<file path="src/rtl/ram_guard_pkg.sv">
package ram_guard_pkg;
  localparam int LOCK_W   = 8;
  localparam int LOCK_LO  = 3;
  localparam int ADDR_W   = 7;
  localparam int DATA_W   = 8;
  localparam logic [DATA_W-1:0] FILL = '1;

  // lock bit positions
  localparam int B_UP_SHUT  = 3;
  localparam int B_UP_RHIDE = 4;
  localparam int B_UP_WHIDE = 5;
  localparam int B_WR_FRZ   = 6;
  localparam int B_SECRET   = 7;

  // address windows
  localparam logic [ADDR_W-1:0] UP_LOW_END  = 7'h1F;
  localparam logic [ADDR_W-1:0] FRZ_LO      = 7'h0E;
  localparam logic [ADDR_W-1:0] FRZ_HI      = 7'h3F;
  localparam logic [ADDR_W-1:0] BANK0_HI_LO = 7'h40;
  localparam logic [ADDR_W-1:0] SEC_LO      = 7'h38;
  localparam logic [ADDR_W-1:0] SEC_HI      = 7'h3F;

  typedef enum logic [1:0] {
    ST_IDLE  = 2'd0,
    ST_ISSUE = 2'd1,
    ST_WAIT  = 2'd2,
    ST_RESP  = 2'd3
  } guard_state_e;

  // does the rule owned by lock bit idx cover this access?
  function automatic logic rule_covers(input int idx, input logic wr,
                                       input logic up, input logic bank0,
                                       input logic [ADDR_W-1:0] a);
    logic hit;
    hit = 1'b0;
    case (idx)
      B_UP_SHUT:  hit = up;
      B_UP_RHIDE: hit = up && !wr && (a <= UP_LOW_END);
      B_UP_WHIDE: hit = up && wr && (a <= UP_LOW_END);
      B_WR_FRZ:   hit = wr && (up ||
                               ((a >= FRZ_LO) && (a <= FRZ_HI)) ||
                               (bank0 && (a >= BANK0_HI_LO)));
      B_SECRET:   hit = !up && (a >= SEC_LO) && (a <= SEC_HI);
      default:    hit = 1'b0;
    endcase
    return hit;
  endfunction
endpackage

</file>
<file path="src/rtl/ram_guard_lock.sv">
module ram_guard_lock
  import ram_guard_pkg::*;
(
  input  logic              clk,
  input  logic              rst_n,
  input  logic              wr_en,
  input  logic [LOCK_W-1:0] wdata,
  output logic [LOCK_W-1:0] lock
);
  localparam int ACT_W = LOCK_W - LOCK_LO;

  logic [ACT_W-1:0] act_q;

  always_ff @(posedge clk or negedge rst_n) begin
    if (!rst_n)     act_q <= '0;
    else if (wr_en) act_q <= act_q | wdata[LOCK_W-1:LOCK_LO];
  end

  assign lock = {act_q, {LOCK_LO{1'b0}}};


  sticky_bits_chk: assert property (@(posedge clk) disable iff (!rst_n)
    1'b1 |=> ((lock & $past(lock)) == $past(lock)));
endmodule

</file>
<file path="src/rtl/ram_guard_decode.sv">
module ram_guard_decode
  import ram_guard_pkg::*;
(
  input  logic              clk,
  input  logic              rst_n,
  input  logic [LOCK_W-1:0] lock,
  input  logic              wr,
  input  logic              up,
  input  logic              bank0,
  input  logic [ADDR_W-1:0] addr,
  output logic              blocked
);
  logic [LOCK_W-1:0] hit;

  genvar gi;
  generate
    for (gi = 0; gi < LOCK_W; gi++) begin : g_rule
      if (gi < LOCK_LO) begin : g_rsvd
        assign hit[gi] = 1'b0;
      end else begin : g_act
        assign hit[gi] = lock[gi] && rule_covers(gi, wr, up, bank0, addr);
      end
    end
  endgenerate

  // any covering bit blocks
  assign blocked = |hit;


  upper_shut_chk: assert property (@(posedge clk) disable iff (!rst_n)
    (up && lock[B_UP_SHUT]) |-> blocked);
endmodule

</file>
<file path="src/rtl/ram_guard_path.sv">
module ram_guard_path
  import ram_guard_pkg::*;
#(
  parameter int BANK_W = 1
) (
  input  logic              clk,
  input  logic              rst_n,
  input  logic              blk_in,
  input  logic              h_valid,
  output logic              h_ready,
  input  logic              h_write,
  input  logic              h_upper,
  input  logic [BANK_W-1:0] h_bank,
  input  logic [ADDR_W-1:0] h_addr,
  input  logic [DATA_W-1:0] h_wdata,
  output logic              m_valid,
  input  logic              m_ready,
  output logic              m_write,
  output logic              m_upper,
  output logic [BANK_W-1:0] m_bank,
  output logic [ADDR_W-1:0] m_addr,
  output logic [DATA_W-1:0] m_wdata,
  input  logic              m_rvalid,
  input  logic [DATA_W-1:0] m_rdata,
  output logic              r_valid,
  input  logic              r_ready,
  output logic [DATA_W-1:0] r_data
);
  guard_state_e      st_q;
  logic              wr_q, up_q, blk_q;
  logic [BANK_W-1:0] bank_q;
  logic [ADDR_W-1:0] addr_q;
  logic [DATA_W-1:0] wd_q, rd_q;

  always_ff @(posedge clk or negedge rst_n) begin
    if (!rst_n) begin
      st_q   <= ST_IDLE;
      wr_q   <= 1'b0;
      up_q   <= 1'b0;
      blk_q  <= 1'b0;
      bank_q <= '0;
      addr_q <= '0;
      wd_q   <= '0;
      rd_q   <= '0;
    end else begin
      case (st_q)
        ST_IDLE: if (h_valid) begin
          wr_q   <= h_write;
          up_q   <= h_upper;
          bank_q <= h_bank;
          addr_q <= h_addr;
          wd_q   <= h_wdata;
          blk_q  <= blk_in;
          rd_q   <= FILL;
          if (blk_in) st_q <= h_write ? ST_IDLE : ST_RESP;
          else        st_q <= ST_ISSUE;
        end
        ST_ISSUE: if (m_ready) st_q <= wr_q ? ST_IDLE : ST_WAIT;
        ST_WAIT: if (m_rvalid) begin
          rd_q <= m_rdata;
          st_q <= ST_RESP;
        end
        ST_RESP: if (r_ready) st_q <= ST_IDLE;
        default: st_q <= ST_IDLE;
      endcase
    end
  end

  assign h_ready = (st_q == ST_IDLE);
  assign m_valid = (st_q == ST_ISSUE);
  assign r_valid = (st_q == ST_RESP);
  assign m_write = wr_q;
  assign m_upper = up_q;
  assign m_bank  = bank_q;
  assign m_addr  = addr_q;
  assign m_wdata = wd_q;
  assign r_data  = rd_q;


  mreq_hold_chk: assert property (@(posedge clk) disable iff (!rst_n)
    (m_valid && !m_ready) |=> (m_valid && $stable({m_write, m_upper, m_bank, m_addr, m_wdata})));

  resp_hold_chk: assert property (@(posedge clk) disable iff (!rst_n)
    (r_valid && !r_ready) |=> (r_valid && $stable(r_data)));

  idle_only_chk: assert property (@(posedge clk) disable iff (!rst_n)
    h_ready |-> (!m_valid && !r_valid));

  no_leak_chk: assert property (@(posedge clk) disable iff (!rst_n)
    m_valid |-> !blk_q);

  fill_resp_chk: assert property (@(posedge clk) disable iff (!rst_n)
    (r_valid && blk_q) |-> (r_data == FILL));
endmodule

</file>
<file path="src/rtl/ram_guard_top.sv">
module ram_guard_top
  import ram_guard_pkg::*;
#(
  parameter int NUM_BANKS = 2,
  localparam int BANK_W = (NUM_BANKS > 1) ? $clog2(NUM_BANKS) : 1
) (
  input  logic              clk,
  input  logic              rst_n,
  input  logic              lk_wr,
  input  logic [7:0]        lk_wdata,
  output logic [7:0]        lk_rdata,
  input  logic              h_valid,
  output logic              h_ready,
  input  logic              h_write,
  input  logic              h_upper,
  input  logic [BANK_W-1:0] h_bank,
  input  logic [6:0]        h_addr,
  input  logic [7:0]        h_wdata,
  output logic              m_valid,
  input  logic              m_ready,
  output logic              m_write,
  output logic              m_upper,
  output logic [BANK_W-1:0] m_bank,
  output logic [6:0]        m_addr,
  output logic [7:0]        m_wdata,
  input  logic              m_rvalid,
  input  logic [7:0]        m_rdata,
  output logic              r_valid,
  input  logic              r_ready,
  output logic [7:0]        r_data
);
  logic [LOCK_W-1:0] lock;
  logic              blocked;

  ram_guard_lock u_lock (
    .clk   (clk),
    .rst_n (rst_n),
    .wr_en (lk_wr),
    .wdata (lk_wdata),
    .lock  (lock)
  );

  ram_guard_decode u_dec (
    .clk     (clk),
    .rst_n   (rst_n),
    .lock    (lock),
    .wr      (h_write),
    .up      (h_upper),
    .bank0   (h_bank == '0),
    .addr    (h_addr),
    .blocked (blocked)
  );

  ram_guard_path #(.BANK_W(BANK_W)) u_path (
    .clk      (clk),
    .rst_n    (rst_n),
    .blk_in   (blocked),
    .h_valid  (h_valid),
    .h_ready  (h_ready),
    .h_write  (h_write),
    .h_upper  (h_upper),
    .h_bank   (h_bank),
    .h_addr   (h_addr),
    .h_wdata  (h_wdata),
    .m_valid  (m_valid),
    .m_ready  (m_ready),
    .m_write  (m_write),
    .m_upper  (m_upper),
    .m_bank   (m_bank),
    .m_addr   (m_addr),
    .m_wdata  (m_wdata),
    .m_rvalid (m_rvalid),
    .m_rdata  (m_rdata),
    .r_valid  (r_valid),
    .r_ready  (r_ready),
    .r_data   (r_data)
  );

  assign lk_rdata = lock;
endmodule

</file>
<file path="config.mk">
export PLATFORM = sky130hd
export DESIGN_NAME = ram_guard_top
export DESIGN_NICKNAME = d
export VERILOG_FILES = /design/src/rtl/ram_guard_pkg.sv /design/src/rtl/ram_guard_lock.sv /design/src/rtl/ram_guard_decode.sv /design/src/rtl/ram_guard_path.sv /design/src/rtl/ram_guard_top.sv
export SDC_FILE = /design/constraint.sdc
export NUM_CORES = 1
export LEC_CHECK = 0
export CORE_MARGIN = 2
export CORE_UTILIZATION = 45
export CTS_BUF_LIST = sky130_fd_sc_hd__clkbuf_4
export CTS_CLUSTER_DIAMETER = 120
export DETAILED_ROUTE_END_ITERATION = 12
export DONT_BUFFER_PORTS = 1
export PLACE_DENSITY = 0.59
export REMOVE_ABC_BUFFERS = 1
export SETUP_SLACK_MARGIN = 0.15
export SYNTH_ARGS = -nofsm -noshare
export SYNTH_HDL_FRONTEND = slang
export SYNTH_SLANG_ARGS = --single-unit
</file>
<file path="constraint.sdc">
create_clock -name clk -period 2.7 [get_ports clk]
set_input_delay 0.54 -clock clk [delete_from_list [all_inputs] [get_ports clk]]
set_output_delay 0.54 -clock clk [all_outputs]
set_load 0.01 [all_outputs]
</file>
# Word-level counts from Yosys, hierarchy flattened
# Index checks and enable logic that the tools add are counted.
# W data, S select, Z words.
[totals]
regBits = 33
[op_classes]
n_lt_le_gt_ge = 5
n_eq_ne = 7
mux = 11
bitwise_logic = 2
reduce_logical = 24
[op_table]
columns = ["cell", "count"]
rows = [
  ["$mux W8", 2],
  ["$pmux W8 S2", 1],
  ["$logic_and A1 B1 Y1", 14],
  ["$mux W2", 7],
  ["$pmux W2 S4", 1],
  ["$ge A7 B4 Y1 const B", 1],
  ["$ge A7 B6 Y1 const B", 1],
  ["$ge A7 B7 Y1 const B", 1],
  ["$le A7 B5 Y1 const B", 1],
  ["$le A7 B6 Y1 const B", 1],
  ["$or A5 B5 Y5", 1],
  ["$reduce_or A5 Y1", 1],
  ["$eq A2 B2 Y1 const B", 2],
  ["$ne A2 B1 Y1 const B", 2],
  ["$ne A2 B2 Y1 const B", 2],
  ["$reduce_and A4 Y1", 1],
  ["$reduce_and A3 Y1", 1],
  ["$eq A2 B1 Y1 const B", 1],
  ["$logic_not A1 Y1", 2],
  ["$logic_not A2 Y1", 1],
  ["$logic_or A1 B1 Y1", 2],
  ["$reduce_and A2 Y1", 1],
  ["$reduce_bool A2 Y1", 1],
  ["$not A1 Y1", 1],
]

# Depth between registers and ports, before layout
[depth]
depth_word = 10
mapped_depth = 5

# Modules after synthesis
# A second synthesis with hierarchy kept.
[hier_totals]
cells_unflattened = 115
hier_area_um2 = 1520.2
[modules_own_cells]
columns = ["module", "n_inst", "cells_per_inst", "area_per_inst_um2", "seq_area_each_um2"]
rows = [
  ["ram_guard_path", 1, 88, 1247.4, 700.7],
  ["ram_guard_lock", 1, 14, 188.9, 125.1],
  ["ram_guard_decode", 1, 12, 80.1, 0.0],
  ["ram_guard_top", 1, 1, 3.8, 0.0],
]

# Worst setup path before layout
# OpenSTA, ideal clock, no wires.
[synth_timing]
kind = "register to register"
from = "register u_path.st_q[1]"
to = "register u_path.addr_q[0] (netlist: u_path.m_addr[0])"
arrival_time_ps = 1344
t_required_ps = 2575
path_slack_ps = 1231
path_stages_with_launch = 6
n_path_buf = 2
cell_sequence = "dfrtp_1 nor2_2 and2_4 buf_6 buf_12 mux2_4"
[synth_via]
elab_chain_cells = 2
[synth_rtl]
columns = ["item", "line", "rtl"]
rows = [
  ["start: declaration", "ram_guard_path.sv:29", "guard_state_e st_q;"],
  ["start signal: assignment", "ram_guard_path.sv:55", "if (blk_in) st_q <= h_write ? ST_IDLE : ST_RESP;"],
  ["start signal: assignment", "ram_guard_path.sv:58", "ST_ISSUE: if (m_ready) st_q <= wr_q ? ST_IDLE : ST_WAIT;"],
  ["$logic_not A2 Y1", "-", ""],
  ["named net h_ready", "ram_guard_top.sv:13", "output logic h_ready,"],
  ["$reduce_and A2 Y1 (no line)", "-", ""],
  ["end signal: assignment", "ram_guard_path.sv:51", "addr_q <= h_addr;"],
  ["end: declaration", "ram_guard_path.sv:32", "logic [ADDR_W-1:0] addr_q;"],
]
# The timed path passes the listed nets, and every way through them passes these cells.
# A chain may end at the register's enable or synchronous reset.

# Worst setup path in the final report
[layout_timing]
from = "register u_path.st_q[0]"
to = "output m_valid"
[layout_via]
elab_chain_cells = 1
[layout_rtl]
columns = ["item", "line", "rtl"]
rows = [
  ["$eq A2 B1 Y1", "ram_guard_path.sv:70", "assign m_valid = (st_q == ST_ISSUE);"],
  ["end: declaration", "ram_guard_top.sv:19", "output logic m_valid,"],
]
# Every way passes these cells.

==> results.md <==
- Vias per cell: 5.13
- Initial Util: 47.5%
- Non-Filler Instances: 169
- Area Overhead vs Synth: 5.57%
- Drt wl/cell: 16.3 µm
- Int Pwr: 1080 µW
- Core Rows: 20
- Netlist Area Pre-Place: 0.00146 mm²
- Startpoint Class: flip-flop
- Hold Crit Class: in2reg
- Setup Buffers After CTS: 0
- Clock network power share: 14.6%
- Final period util: 63.3%
- Final min period: 1.71 ns
- CTS root buf: clkbuf_4
- CTS tree: built
- Crit path required time: 2.16 ns
- DRC Markers: 0
- Max VDD drop: 0.000581 V
- Post-synth top flop: dfrtp_1
- Die height: 61.0 µm
- Most common cell after layout, fill and taps aside: dfrtp_1
- #FFs+latches synth: 33
- Core Footprint: 0.00308 mm²
- First-pass GRT wire length: 4140 µm
- Cell count after synthesis: 119
- Crit path kind: reg2out
- Total congestion overflow: 0
- Synth cell types: 25
- H-Tree Depth: 2
- Cts bufs inserted: 5
- Pre-Repair DR Iteration Count: 4
- Setup Skew: 0.00421 ns
- Clock sink total: 33
- Share of total power in combinational logic: 29.2%
- Hold buffer count at cts: 1
- Placed cells: 159
- Max Cap Viol: 0
- Critical path fanouts, max: 5
- Depth of the worst hold-timing path: 1
- Setup_tns: 0 ns
- Largest net degree at the start of global routing: 34
- NetSw: 642 µW
- Max Fclk: 585 MHz
- Post-Route WL: 2760 µm
- Final core utilization: 50.1%
- Worst Path Arrival: 1.17 ns
- Switching Fraction: 37.4%
- Number of global-route vias before repair: 886
- Clock Path Buffers: 2
- # IOs: 78
- Setup ws final: 0.991 ns
- Final Cell Area: 0.00154 mm²
- Final setup viols: 0
- Post-Place Worst Slack: 1.12 ns
- Layout cells sized above 1: 23.2%
- Number of synthesized flops with an enable pin: 0
- Reg power frac: 56.2%
- Initial DRC count: 59
- Outcome: complete, no violations
- Post-Syn Area per Cell: 12.3 µm²
- Worst-path clk slew: 0.09 ns
- R2r worst-path depth: 3
- Commonest cells after routing, fill and taps aside: 33 x dfrtp_1, 20 x nor2_1, 10 x mux2_4, 10 x a21oi_1, 8 x mux2_2
- Final slew viol count: 0
- Placed Area: 0.00146 mm²
- Pwr Density: 1110 mW/mm²
- # port buffers: 0
- GP Congestion: 0.710
- Worst setup EP type: output port
- Die area: 0.00372 mm²
- Hold Fails Final Rpt: 0
- Synth warn: 0
- CTS resizes: 0
- Die W: 61.0 µm
- RSZ-0062 raised after global routing: false
- Via count: 867
- Async set-reset flop share out of synthesis: 100%
- Initial antenna violation count: 0
- Total GRT Usage: 16.4%
- Register area share after synthesis: 56.5%
- Ant. Diodes: 0
- ANT nets after route: 0
- Worst skew pair latency: 0.33 ns
- DP HPWL: 2070 µm
- Final #Nets: 165
- Static Leak: 0.000652 µW
-- cell type report --
type                            instances  area [µm²]
Clock buffer                            5        37.5
Inverter                                5        18.8
Fill cell                             297        1540
Clock inverter                          3        12.5
Sequential cell                        33         826
Timing Repair Buffer                    2        30.0
Multi-Input combinational cell         77         563
Tap cell                               44        55.1
-- stage by stage --
step	hold slack (ns)	power [µW]
after floorplan	0.244	1360
after global placement	0.245	1440
after detailed placement	0.245	1480
after CTS	0.0155	1750
after global routing	0.284	1850
final	0.315	1720
-- power groups by stage --
stage | registers [µW] | logic, µW | clock network, µW
2_1_floorplan | 931 | 433 | 0
3_3_place_gp | 971 | 473 | 0
3_5_place_dp | 980 | 497 | 0
4_1_cts | 973 | 509 | 263
5_1_grt | 1000 | 555 | 291
6_report | 967 | 502 | 251
-- sequential cells by signal, indices dropped and copies added (netlist names) --
| register | count |
|---|---|
| u_path.m_addr | 7 |
| u_path.st_q | 2 |
| u_lock.act_q | 5 |
| u_path.r_data | 8 |
| u_path.m_wdata | 8 |
| u_path.m_bank | 1 |
| u_path.m_write | 1 |
| u_path.m_upper | 1 |
-- cell usage after synthesis (2+ instances only) --
| cell | number | share of area [%] |
|---|---|---|
| mux2_4 | 10 | 10 |
| nand2_1 | 5 | 1.3 |
| o211ai_1 | 3 | 1.5 |
| mux2_2 | 8 | 6.2 |
| nor2_1 | 20 | 5.1 |
| dfrtp_1 | 33 | 57 |
| a311o_1 | 2 | 1.4 |
| a21o_1 | 4 | 2.1 |
| a21oi_1 | 10 | 3.4 |
| buf_4 | 4 | 2.1 |
| inv_1 | 5 | 1.3 |
| a221oi_1 | 2 | 1.2 |
-- layer usage --
metal	routed length [µm]	part of all wire, %	vias up	track usage [%]
met4	42	1.5	0	6.52
li1	-	-	414	-
met5	0	0	-	0
met3	268	9.7	5	8.96
met1	1080	39	408	19.3
met2	1360	49	40	25.0
-- worst paths after layout --
kind | to | startpoint | slack, ns
setup reg to reg | u_path.m_bank | u_path.st_q[1] | 1.11
hold reg to reg | u_lock.act_q[2] | u_lock.act_q[2] | 0.56
min in group asynchronous | u_path.m_wdata[6] | rst_n | 0.64
max in group asynchronous | u_path.r_data[7] | rst_n | 1.89
hold / removal | u_path.st_q[1] | r_ready | 0.31
setup / recovery | m_valid | u_path.st_q[0] | 0.99
-- worst max-delay path, stage by stage, from the launching register on --
cell and delay (ns):
dfrtp_1 0.45, inv_1 0.13, nor2_1 0.27
-- cell families after synthesis --
family                 count (synthesis)  synth area share [%]
buffers and inverters                 11                  5.48
muxes                                 19                  17.1
AOI/OAI and AO/OA                     24                  10.9
and+or+nand+nor                       31                  9.76
other                                  1                 0.257
DFF                                   33                  56.5
(Power assumes the default switching activity.)
